### src/rtl/dadc_pkg.sv
package dadc_pkg;
  typedef enum logic [1:0] {
    ST_IDLE,
    ST_RUN,
    ST_TAIL,
    ST_GAP
  } rd_state_e;
endpackage

### src/rtl/dadc_sclk_gen.sv
module dadc_sclk_gen #(
  parameter int DIV_HALF = 2
) (
  input  logic clk_i,
  input  logic rst_i,
  input  logic run_i,
  output logic tick_o
);
  localparam int CW = (DIV_HALF < 2) ? 1 : $clog2(DIV_HALF);

  logic [CW-1:0] cnt_q;

  // tick_o marks the last system clock of a serial-clock phase
  assign tick_o = run_i && (cnt_q == CW'(DIV_HALF - 1));

  always_ff @(posedge clk_i) begin
    if (rst_i || !run_i) cnt_q <= '0;
    else if (tick_o)     cnt_q <= '0;
    else                 cnt_q <= cnt_q + 1'b1;
  end
endmodule

### src/rtl/dadc_frame_ctrl.sv
module dadc_frame_ctrl
  import dadc_pkg::*;
#(
  parameter int FRAME_BITS = 32
) (
  input  logic clk_i,
  input  logic rst_i,
  input  logic start_i,
  input  logic cont_i,
  input  logic stop_i,
  input  logic tick_i,
  output logic run_o,
  output logic sample_o,
  output logic done_o,
  output logic sclk_o,
  output logic cs_n_o,
  output logic busy_o
);
  localparam int BCW = $clog2(FRAME_BITS);
  localparam logic [BCW-1:0] LAST_BIT = BCW'(FRAME_BITS - 1);

  rd_state_e      state_q;
  logic [BCW-1:0] bit_cnt_q;
  logic           cont_q;
  logic           stop_pend_q;
  logic           gap_half_q;

  assign run_o    = (state_q != ST_IDLE);
  assign busy_o   = (state_q != ST_IDLE);
  // rising serial-clock edge: capture the bit the slave set up on the fall
  assign sample_o = (state_q == ST_RUN) && tick_i && !sclk_o;

  always_ff @(posedge clk_i) begin
    if (rst_i) begin
      state_q     <= ST_IDLE;
      cs_n_o      <= 1'b1;
      sclk_o      <= 1'b1;
      bit_cnt_q   <= '0;
      cont_q      <= 1'b0;
      stop_pend_q <= 1'b0;
      gap_half_q  <= 1'b0;
      done_o      <= 1'b0;
    end else begin
      done_o <= 1'b0;
      unique case (state_q)
        ST_IDLE: begin
          if (start_i) begin
            state_q     <= ST_RUN;
            cs_n_o      <= 1'b0;
            cont_q      <= cont_i;
            stop_pend_q <= 1'b0;
            bit_cnt_q   <= '0;
          end
        end
        ST_RUN: begin
          if (stop_i) stop_pend_q <= 1'b1;
          if (tick_i) begin
            if (sclk_o) begin
              sclk_o <= 1'b0;
            end else begin
              sclk_o <= 1'b1;
              if (bit_cnt_q == LAST_BIT) begin
                bit_cnt_q <= '0;
                done_o    <= 1'b1;
                if (!cont_q || stop_pend_q || stop_i) state_q <= ST_TAIL;
              end else begin
                bit_cnt_q <= bit_cnt_q + 1'b1;
              end
            end
          end
        end
        ST_TAIL: begin
          // last high phase completes before chip select is released
          if (tick_i) begin
            cs_n_o     <= 1'b1;
            gap_half_q <= 1'b0;
            state_q    <= ST_GAP;
          end
        end
        ST_GAP: begin
          if (tick_i) begin
            if (gap_half_q) state_q <= ST_IDLE;
            else            gap_half_q <= 1'b1;
          end
        end
        default: state_q <= ST_IDLE;
      endcase
    end
  end
endmodule

### src/rtl/dadc_bit_capture.sv
module dadc_bit_capture #(
  parameter int FRAME_BITS = 32
) (
  input  logic                  clk_i,
  input  logic                  rst_i,
  input  logic                  sample_i,
  input  logic                  sdo_i,
  output logic [FRAME_BITS-1:0] frame_o
);
  always_ff @(posedge clk_i) begin
    if (rst_i)         frame_o <= '0;
    else if (sample_i) frame_o <= {frame_o[FRAME_BITS-2:0], sdo_i};
  end
endmodule

### src/rtl/dadc_field_split.sv
module dadc_field_split #(
  parameter int FRAME_BITS = 32,
  parameter int RES_W      = 12,
  parameter int GAP_BITS   = 4,
  parameter int LEAD_BITS  = 2
) (
  input  logic                    clk_i,
  input  logic                    rst_i,
  input  logic                    load_i,
  input  logic [FRAME_BITS-1:0]   frame_i,
  output logic                    valid_o,
  output logic signed [RES_W-1:0] ch_a_o,
  output logic signed [RES_W-1:0] ch_b_o,
  output logic                    err_o
);
  localparam int A_MSB = FRAME_BITS - 1 - LEAD_BITS;
  localparam int A_LSB = A_MSB - RES_W + 1;
  localparam int B_MSB = A_LSB - GAP_BITS - 1;
  localparam int B_LSB = B_MSB - RES_W + 1;

  logic [FRAME_BITS-1:0] zmask;

  for (genvar g = 0; g < FRAME_BITS; g++) begin : g_zmask
    if ((g >= A_LSB && g <= A_MSB) || (g >= B_LSB && g <= B_MSB)) begin : g_data
      assign zmask[g] = 1'b0;
    end else begin : g_zero
      assign zmask[g] = 1'b1;
    end
  end

  always_ff @(posedge clk_i) begin
    if (rst_i) begin
      valid_o <= 1'b0;
      ch_a_o  <= '0;
      ch_b_o  <= '0;
      err_o   <= 1'b0;
    end else begin
      valid_o <= load_i;
      if (load_i) begin
        ch_a_o <= frame_i[A_MSB:A_LSB];
        ch_b_o <= frame_i[B_MSB:B_LSB];
        err_o  <= |(frame_i & zmask);
      end
    end
  end
endmodule

### src/rtl/dual_adc_reader.sv
module dual_adc_reader #(
  parameter int DIV_HALF   = 2,
  parameter int FRAME_BITS = 32,
  parameter int RES_W      = 12,
  parameter int GAP_BITS   = 4,
  parameter int LEAD_BITS  = 2
) (
  input  logic                    clk_i,
  input  logic                    rst_i,
  input  logic                    start_i,
  input  logic                    cont_i,
  input  logic                    stop_i,
  input  logic                    sdo_i,
  output logic                    sclk_o,
  output logic                    cs_n_o,
  output logic                    busy_o,
  output logic                    pair_valid_o,
  output logic signed [RES_W-1:0] ch_a_o,
  output logic signed [RES_W-1:0] ch_b_o,
  output logic                    frame_err_o
);
  logic                  run_w;
  logic                  tick_w;
  logic                  sample_w;
  logic                  done_w;
  logic [FRAME_BITS-1:0] frame_w;

  dadc_sclk_gen #(.DIV_HALF(DIV_HALF)) u_clkgen (
    .clk_i (clk_i),
    .rst_i (rst_i),
    .run_i (run_w),
    .tick_o(tick_w)
  );

  dadc_frame_ctrl #(.FRAME_BITS(FRAME_BITS)) u_ctrl (
    .clk_i   (clk_i),
    .rst_i   (rst_i),
    .start_i (start_i),
    .cont_i  (cont_i),
    .stop_i  (stop_i),
    .tick_i  (tick_w),
    .run_o   (run_w),
    .sample_o(sample_w),
    .done_o  (done_w),
    .sclk_o  (sclk_o),
    .cs_n_o  (cs_n_o),
    .busy_o  (busy_o)
  );

  dadc_bit_capture #(.FRAME_BITS(FRAME_BITS)) u_cap (
    .clk_i   (clk_i),
    .rst_i   (rst_i),
    .sample_i(sample_w),
    .sdo_i   (sdo_i),
    .frame_o (frame_w)
  );

  dadc_field_split #(
    .FRAME_BITS(FRAME_BITS),
    .RES_W     (RES_W),
    .GAP_BITS  (GAP_BITS),
    .LEAD_BITS (LEAD_BITS)
  ) u_split (
    .clk_i  (clk_i),
    .rst_i  (rst_i),
    .load_i (done_w),
    .frame_i(frame_w),
    .valid_o(pair_valid_o),
    .ch_a_o (ch_a_o),
    .ch_b_o (ch_b_o),
    .err_o  (frame_err_o)
  );
endmodule

### config.mk
export PLATFORM = sky130hd
export DESIGN_NAME = dual_adc_reader
export DESIGN_NICKNAME = d
export VERILOG_FILES = /design/src/rtl/dadc_pkg.sv /design/src/rtl/dadc_sclk_gen.sv /design/src/rtl/dadc_frame_ctrl.sv /design/src/rtl/dadc_bit_capture.sv /design/src/rtl/dadc_field_split.sv /design/src/rtl/dual_adc_reader.sv
export SDC_FILE = /design/constraint.sdc
export NUM_CORES = 1
export LEC_CHECK = 0
export CAP_MARGIN = 30
export CORE_ASPECT_RATIO = 0.6
export CORE_UTILIZATION = 35
export CTS_CLUSTER_DIAMETER = 60
export DETAILED_ROUTE_END_ITERATION = 8
export DONT_BUFFER_PORTS = 1
export PLACE_DENSITY_LB_ADDON = 0.1
export SYNTH_ARGS = -nofsm -noshare
export SYNTH_HDL_FRONTEND = slang
export SYNTH_HIERARCHICAL = 1
export SYNTH_SLANG_ARGS = --single-unit
export TNS_END_PERCENT = 100
### constraint.sdc
create_clock -name clk_i -period 2.15 [get_ports clk_i]
set_input_delay 0.215 -clock clk_i [delete_from_list [all_inputs] [get_ports clk_i]]
set_output_delay 0.215 -clock clk_i [all_outputs]
set_load 0.005 [all_outputs]
# Word level (Yosys, flattened, before mapping)

Cells that the tools add are included.

Add/sub/neg operators: 2
Eq/ne operators: 13
Multiplexer cells: 23
Bitwise logic cells: 2
Reductions and logical operators: 24

Operators by type and width:

| operator              | count |
|---|---|
| $mux W5               | 4 |
| $mux W2               | 8 |
| $ne A2 B2 Y1 const B  | 5 |
| $pmux W5 S2           | 1 |
| $reduce_and A3 Y1     | 3 |
| $ne A2 B1 Y1 const B  | 4 |
| $pmux W2 S4           | 1 |
| $reduce_and A8 Y1     | 1 |
| $reduce_bool A2 Y1    | 4 |
| $reduce_or A8 Y1      | 1 |
| $mux W1               | 6 |
| $pmux W1 S2           | 3 |
| $add A5 B1 Y5 const B | 1 |
| $eq A5 B5 Y1 const B  | 1 |
| $eq A2 B2 Y1 const B  | 2 |
| $reduce_and A2 Y1     | 2 |
| $reduce_and A4 Y1     | 1 |
| $reduce_or A4 Y1      | 1 |
| $logic_and A1 B1 Y1   | 3 |
| $logic_not A1 Y1      | 3 |
| $logic_or A1 B1 Y1    | 3 |
| $eq A2 B1 Y1 const B  | 1 |
| $logic_not A2 Y1      | 1 |
| $not A1 Y1            | 2 |
| 2 further kinds       | 2 |

Register bits: 72
Input bits: 6
Output and inout bits: 29
Logic and storage cells: 78

# Longest topological paths before layout

Gate-level depths: netlist of the first run.

Depth in word-level cells: 8
Gate-level depth with buffers: 10
Gate-level depth less buffers: 8

# Hierarchy

Netlist of the first run, hierarchy kept.

By module, submodules not included:

| module           | times used | cells an instance | area an instance (um^2) | seq. area each (um^2) |
|---|---|---|---|---|
| dadc_bit_capture | 1          | 103               | 1163.6                  | 640.6 |
| dadc_field_split | 1          | 85                | 947.2                   | 520.5 |
| dadc_frame_ctrl  | 1          | 76                | 698.2                   | 260.2 |
| dadc_sclk_gen    | 1          | 3                 | 40.0                    | 20.0 |

# Least setup slack after synthesis of the first run

OpenSTA, ideal clock, no wires.

Path type: reg2reg
From: register u_ctrl.state_q[0]
To: register u_cap.frame_o[0]
Setup time: 128 ps
Data arrival time: 1783 ps
Required time: 2022 ps
Slack: 240 ps
Cell stages (with the launch flop): 11
Path buffers: 3
Period minus slack after synthesis: 1910 ps
Path through: dfxtp_1 -> inv_1 -> ha_1 -> inv_1 -> buf_4 -> and2_2 -> and3b_1 -> buf_6 -> buf_12 -> mux2i_1 -> nor2_1

Longest elaborated chain between the ends: 4
Elaborated cells on any way between the ends: 5
Classes of those cells: eq/ne (1); reduce/logical (4)

Ends and longest elaborated chain:

| item                              | RTL line               | source |
|---|---|---|
| start, declared                   | dadc_frame_ctrl.sv:22  | `rd_state_e state_q;` |
| start signal, assigned            | dadc_frame_ctrl.sv:35  | `state_q <= ST_IDLE;` |
| start signal, assigned            | dadc_frame_ctrl.sv:48  | `state_q <= ST_RUN;` |
| start signal, assigned            | dadc_frame_ctrl.sv:65  | `if (!cont_q \|\| stop_pend_q \|\| stop_i) state_q <= ST_TAIL;` |
| $reduce_bool A2 Y1                | -                      |  |
| via busy_o                        | dual_adc_reader.sv:16  | `output logic busy_o,` |
| $logic_and A1 B1 Y1               | dadc_sclk_gen.sv:14    | `assign tick_o = run_i && (cnt_q == CW'(DIV_HALF - 1));` |
| via tick_w                        | dual_adc_reader.sv:23  | `logic tick_w;` |
| $logic_and A1 B1 Y1 (2 in series) | dadc_frame_ctrl.sv:31  | `assign sample_o = (state_q == ST_RUN) && tick_i && !sclk_o;` |
| via sample_w                      | dual_adc_reader.sv:24  | `logic sample_w;` |
| end signal, assigned              | dadc_bit_capture.sv:12 | `else if (sample_i) frame_o <= {frame_o[FRAME_BITS-2:0], sdo_i};` |
| end, declared                     | dadc_bit_capture.sv:8  | `output logic [FRAME_BITS-1:0] frame_o` |

The timed path passes the listed nets, and every way through them passes these cells.
A chain may end at the register's enable or synchronous reset.

# Final worst setup path of the first run

From: register u_ctrl.state_q[0]
To: register u_cap.frame_o[5]

The elaborated chain is that of the path after synthesis.

==> summary.md, run 1 <==
| Metric | Value |
|---|---|
| Gr usage total | `0.134` |
| Setup crit end kind | `flop` |
| Final period util | `0.913` |
| PortBufs | `0` |
| Worst-margin pin slew | `roughly 0.7 ns` |
| MaxCap Viol Count | `0` |
| Final hold slack | `0.0455 ns` |
| Post-synthesis average cell area | `10.7 um2` |
| # fillers | `approximately 810` |
| Main combinational cell family by area after synthesis | `multiplexers` |
| Path category of the worst min-delay check | `input port to flop` |
| Top-Level Pins | `35` |
| Setup TNS | `0 ns` |
| Status | `finished clean` |
| CTS Root Cell | `clkbuf_16` |
| Proportion of synthesized area in mux cells | `0.200` |
| Power Density | `slightly below 1000 nW/um2` |
| Cell Rows | `25` |
| Via density per instance | `around 4.6` |
| RSZ-0062 raised after global routing | `false` |
| CP Max Fanout | `12` |
| Area grow syn2layout | `11.7%` |
| Post-DRT Antenna Nets | `0` |
| CTS tree | `yes` |
| Max Fclk | `509 MHz` |
| Fin. Hold Viols | `0` |
| Drt pass-1 iters | `4` |
| Synth cell count leaders | `dfxtp_1 (72), nor2_1 (60), mux2i_1 (57)` |
| Residual DRC | `0` |
| Initial antenna violation count | `0` |
| Worst Path Required | `2.35 ns` |
| Finish-stage setup viols | `0` |
| Post-Synth Adder-Cell Area | `0.0264` |
| Sequential fraction of the synthesis area | `0.506` |
| Leak | `roughly 1.1 nW` |
| CTS HTree Levels | `3` |
| HPWL Detailed | `between 3000 and 4000 um` |
| Vias in the first global route | `1737` |
| Die footprint | `8520 um2` |
| First-pass GRT wire length | `approximately 9000 um` |
| Final min period | `1.96 ns` |
| Synth Area in XOR/XNOR | `0` |
| Iter 0 DRT Violations | `75` |
| GPL Wtd Cong | `0.728` |
| Clock transition at path regs | `roughly 0.05 ns` |
| Bufs on Longest Clock Path | `2` |
| Via count | `around 1800` |
| Worst vdd rail ir drop | `0.000414 V` |
| Post-synthesis compound-gate area fraction | `0.0567` |
| Setup repair bufs after CTS | `0` |
| Initial core utilization | `0.361` |
| Clock network latency to the later pin of the worst-skew pair | `0.32 ns` |
| Largest net degree at the start of global routing | `71` |
| Die Height | `~72 um` |
| Most area-consuming cells after synthesis | `dfxtp_1 (51%), mux2i_1 (20%), nor2_1 (7.9%)` |
| Most common cell in the synthesized netlist | `dfxtp_1` |
| Cells after Synth | `267` |
| # diodes | `0` |
| Routed WL | `~5200 um` |
| Slew Limit Fails | `0` |
| Ys async rst share | `0` |
| Share of layout cells above drive strength 1 | `0.0949` |
| Yosys top cell area share | `0.506` |
| Post-synth top flop | `dfxtp_1` |
| Netlist Area Pre-Place | `between 2000 and 3000 um2` |
| Clock sinks | `between 70 and 80` |
| Syn_nets | `around 280` |
| Slew headroom | `0.529` |
| Post-synth cell types | `38` |
| Gr ovfl total | `0` |
| Yosys warning count | `6` |
| Arrival time worst endpoint | `~2.2 ns` |
| Number of synthesized flops with an enable pin | `0` |
| Critical path type | `flop to flop` |
| Num CTS Buffers | `9` |
| WL per Instance | `approximately 14 um` |
| Nets | `around 280` |
| Clk_skew | `0.00494 ns` |
| Area leader, netlist | `dfxtp_1` |
| Setup crit start kind | `flop` |
| Post-Synth Simple-Gate Area | `0.150` |
| Placeable Area | `approximately 8000 um2` |
| Synthesis-stage register bit count | `approximately 70` |
| DIE WIDTH | `approximately 120 um` |
-- critical path: stages, from the launching register on --
cell	delay, ns
dfxtp_1	0.38
inv_1	0.08
ha_1	0.21
inv_1	0.09
and2_2	0.24
and3b_2	0.29
buf_4	0.27
mux2i_1	0.22
nor2_1	0.05
-- final cells by class --
cell class | count | area [um2] | share of cell area
clock buffers | 11 | 233 | 0.0731
clock inverters | 4 | 22.5 | 0.00708
inverters | 4 | 15.0 | 0.00472
multi-input cells | 176 | 1250 | 0.392
flip-flops and latches | 72 | 1440 | 0.453
well taps | 108 | 135 | 0.0425
repair buffers | 7 | 87.6 | 0.0275
-- cells by family (layout without fill, tap and decap cells) --
| family | count (synthesis) | count (layout) |
|---|---|---|
| AO/OA/AOI/OAI | 23 | 23 |
| buffers and inverters | 19 | 26 |
| flip-flops | 72 | 72 |
| adder cells (fa/ha/maj) | 6 | 6 |
| AND/OR/NAND/NOR | 90 | 90 |
| multiplexers | 57 | 57 |
-- cell usage in the layout, fill, tap and decap left out, types with 2 or more instances in the layout --
cell type  Yosys  routed
mux2i_1       57      57
nor2b_1        2       2
nor2_1        60      60
and2b_1        2       2
buf_4          1       4
clkbuf_16      0       9
clkbuf_1       5       2
nor4_1         2       2
dfxtp_1       72      71
ha_1           6       6
inv_1          4       4
a21oi_1       11      11
clkinv_2       0       3
nand2_1        7       7
nand3_1        5       5
a311oi_1       2       2
-- final timing paths --
| kind | start | to | slack, ns | depth (start not counted) |
|---|---|---|---|---|
| hold / removal | cont_i | u_ctrl/cont_q | 0.05 | 2 |
| setup / recovery | u_ctrl/state_q[0] | u_cap/frame_o[5] | 0.19 | 8 |
| setup reg to reg | u_ctrl/state_q[0] | u_cap/frame_o[5] | 0.19 | 8 |
| hold reg to reg | u_clkgen/cnt_q | u_clkgen/cnt_q | 0.42 | 1 |
-- where the power goes --
part | internal, mW | leakage, nW | switching (mW)
clock | 0.767 | 0.125 | 0.506
combinational | 0.165 | 0.385 | 0.234
sequential | 1.37 | 0.581 | 0.0284
total | 2.30 | 1.09 | 0.768
-- metrics by stage --
stage	setup slack (ns)	utilization	std cells	total power, mW	cell area (um2)
floorplan	0.240	-	267	1.73	2850
global placement	0.230	0.365	365	1.79	2880
detailed placement	0.216	0.365	365	1.78	2880
CTS	0.188	0.402	382	3.11	3170
global route	0.00205	0.404	382	3.24	3180
finish	0.186	0.404	382	3.07	3180
-- state kept, by name, summed over array words and instances (netlist names) --
name	cells
u_split/ch_b_o	12
u_ctrl/sclk_o	1
u_split/err_o	1
u_ctrl/done_o	1
u_ctrl/bit_cnt_q	5
u_ctrl/cs_n_o	1
u_split/valid_o	1
u_ctrl/gap_half_q	1
u_ctrl/state_q	2
u_cap/frame_o	32
u_clkgen/cnt_q	1
u_split/ch_a_o	12
u_ctrl/cont_q	1
u_ctrl/stop_pend_q	1
-- routing by layer --
layer  part of all wire  vias up  track usage
met5                  0        -            0
li1                   -      931            -
met4              0.016        0       0.0591
met1               0.53      800        0.184
met2               0.39       25        0.176
met3              0.061        8       0.0621
-- timing repair --
| item | in CTS | in global routing |
|---|---|---|
| hold buffers | 2 | 0 |
| endpoints found under the setup margin | 0 | 1 |
| gates resized for setup | 0 | 1 |
| hold endpoints to repair | 70 | 0 |
Power figures use the tool's default switching activity.
==> run 2, diff against run 1 <==
--- a/config.mk
+++ b/config.mk
@@ -8,9 +8,9 @@
 export CAP_MARGIN = 30
 export CORE_ASPECT_RATIO = 0.6
 export CORE_UTILIZATION = 35
-export CTS_CLUSTER_DIAMETER = 60
 export DETAILED_ROUTE_END_ITERATION = 8
 export DONT_BUFFER_PORTS = 1
+export GPL_ROUTABILITY_DRIVEN = 0
 export PLACE_DENSITY_LB_ADDON = 0.1
 export SYNTH_ARGS = -nofsm -noshare
 export SYNTH_HDL_FRONTEND = slang
==> results of run 2 <==
Final layout, timing and power as in run 1 (identical DEF).
==> run 3, diff against run 2 <==
--- a/config.mk
+++ b/config.mk
@@ -11,7 +11,9 @@
 export DETAILED_ROUTE_END_ITERATION = 8
 export DONT_BUFFER_PORTS = 1
 export GPL_ROUTABILITY_DRIVEN = 0
+export HOLD_SLACK_MARGIN = 0.06
 export PLACE_DENSITY_LB_ADDON = 0.1
+export SLEW_MARGIN = 30
 export SYNTH_ARGS = -nofsm -noshare
 export SYNTH_HDL_FRONTEND = slang
 export SYNTH_HIERARCHICAL = 1
==> summary.md, run 3 (same netlist as run 1, synthesis figures left out) <==
| Metric | Value |
|---|---|
| Status | `finished clean` |
| Commonest non-fill, non-tap cell in the layout | `dfxtp_1` |
| Max Fclk | `between 500 and 600 MHz` |
| CTS Root Cell | `clkbuf_16` |
| CTS HTree Levels | `3` |
| First-pass GRT wire length | `between 8000 and 9000 um` |
| Initial antenna violation count | `0` |
| Largest net degree at the start of global routing | `slightly above 70` |
| Finished Layout Cells | `384` |
| Met1 wire length | `~2700 um` |
| Bufs on Longest Clock Path | `2` |
| Placeable Area | `a little under 8000 um2` |
| Slew Limit Fails | `0` |
| RSZ-0062 raised after global routing | `false` |
| Power Density | `a little under 1000 nW/um2` |
| HPWL Detailed | `around 3200 um` |
| Final period util | `0.908` |
| Share of layout cells above drive strength 1 | `0.0942` |
| Most frequent cells in the layout | `dfxtp_1 (71), nor2_1 (60), mux2i_1 (57)` |
| Leak | `roughly 1.1 nW` |
| Clock sinks | `72` |
| Via count | `~1800` |
| Internal Pwr Total | `2.31 mW` |
| Wire length on met2 | `~2000 um` |
| Biggest register | `u_cap/frame_o` |
| Worst vdd rail ir drop | `roughly 0.00041 V` |
| Setup crit end kind | `flop` |
| Gr ovfl total | `0` |
| Multi-input logic area | `between 1000 and 1500 um2` |
| Critical path type | `flop to flop` |
| Post-DRT Antenna Nets | `0` |
| CP Max Fanout | `4` |
| MaxCap Viol Count | `0` |
| Combinational fraction of design power | `0.132` |
| Initial core utilization | `0.361` |
| Net Sw Frac | `0.250` |
| Num CTS Buffers | `9` |
| Metal3 WL | `around 330 um` |
| Setup TNS | `0 ns` |
| Clock network latency to the later pin of the worst-skew pair | `0.32 ns` |
| Iter 0 DRT Violations | `a little over 80` |
| WL per Instance | `13.5 um` |
| Arrival time worst endpoint | `approximately 2.2 ns` |
| Die footprint | `8520 um2` |
| Fin. Hold Viols | `0` |
| Max FFs per register | `32` |
| Vias in the first global route | `1726` |
| Gr usage total | `0.133` |
| # fillers | `roughly 810` |
| Top sig layer | `met4` |
| Sequential cell area | `approximately 1400 um2` |
| Clock transition at path regs | `about 0.050 ns` |
| Slew headroom | `0.518` |
| Reg power frac | `0.455` |
| Top-Level Pins | `35` |
| Drt pass-1 iters | `4` |
| Largest regs | `u_cap/frame_o x32, u_split/ch_a_o x12, u_split/ch_b_o x12` |
| Placed Instances | `between 300 and 400` |
| DIE WIDTH | `roughly 120 um` |
| Area grow syn2layout | `12.4%` |
| Clk_skew | `a little over 0.004 ns` |
| Cell Rows | `25` |
| Clock share of power | `0.414` |
| Path category of the worst min-delay check | `input port to flop` |
| Finish-stage setup viols | `0` |
| Die Height | `roughly 70 um` |
| PortBufs | `0` |
| Routed WL | `5180 um` |
| Residual DRC | `0` |
| Worst-margin pin slew | `around 0.71 ns` |
| Worst Path Required | `2.38 ns` |
| Via density per instance | `about 4.7` |
| CTS tree | `yes` |
| Switching pwr | `0.770 mW` |
| Final min period | `about 2.0 ns` |
| Setup crit start kind | `flop` |
| # diodes | `0` |
| Nets | `around 280` |
-- run 3: cell count changes in the layout (fill, tap and decap cells not counted), sizes merged --
cell and delta:
dlygate4sd3 +2
-- run 3: per-layer routing --
layer  vias up  track usage
met3         7       0.0621
met4         0       0.0591
met2        27        0.169
met1       823        0.188
met5         -            0
li1        930            -
-- run 3: critical path, cell delays in order (launching register included) --
cell	delay [ns]
dfxtp_1	0.34
ha_1	0.23
and3_1	0.19
ha_1	0.20
and2b_1	0.23
nor4b_4	0.25
a41oi_1	0.17
a311oi_2	0.26
-- run 3: path summary, 6_finish.rpt --
kind                          to  slack, ns                start  cells after the start
max          u_ctrl/bit_cnt_q[3]       0.20  u_ctrl/bit_cnt_q[0]                      7
min                u_ctrl/done_o       0.09                rst_i                      1
max reg2reg  u_ctrl/bit_cnt_q[3]       0.20  u_ctrl/bit_cnt_q[0]                      7
min reg2reg       u_clkgen/cnt_q       0.42       u_clkgen/cnt_q                      1
-- run 3: final cells by class --
cell class	instances	share of cell area
Timing Repair Buffer	9	0.0336
Clock inverter	4	0.00703
Sequential cell	72	0.451
Tap cell	108	0.0422
Clock buffer	11	0.0727
Inverter	4	0.00469
Multi-Input combinational cell	176	0.389
-- run 3: power groups by stage --
| stage | combinational [mW] | clock (mW) | sequential, mW |
|---|---|---|---|
| final | 0.405 | 1.27 | 1.40 |
| after global routing | 0.458 | 1.38 | 1.41 |
| after CTS | 0.391 | 1.32 | 1.40 |
| after detailed placement | 0.355 | 0 | 1.43 |
| after global placement | 0.361 | 0 | 1.43 |
| after floorplan | 0.310 | 0 | 1.42 |
-- run 3: repair_timing --
action                     in CTS  in global routing
buffers inserted                0                  0
gates resized for setup         0                  1
hold endpoints to repair       71                  0
hold buffers                    4                  0
setup endpoints to repair       0                  1
-- run 3: through the flow --
stage	util	setup slack, ns	power, mW	instance area, um2	hold WS, ns
2_1_floorplan	-	0.240	1.73	2850	0.286
3_3_place_gp	0.365	0.230	1.79	2880	0.290
3_5_place_dp	0.365	0.216	1.78	2880	0.291
4_1_cts	0.405	0.187	3.11	3190	0.0803
5_1_grt	0.406	0.00205	3.24	3200	0.0808
6_report	0.406	0.197	3.08	3200	0.0882
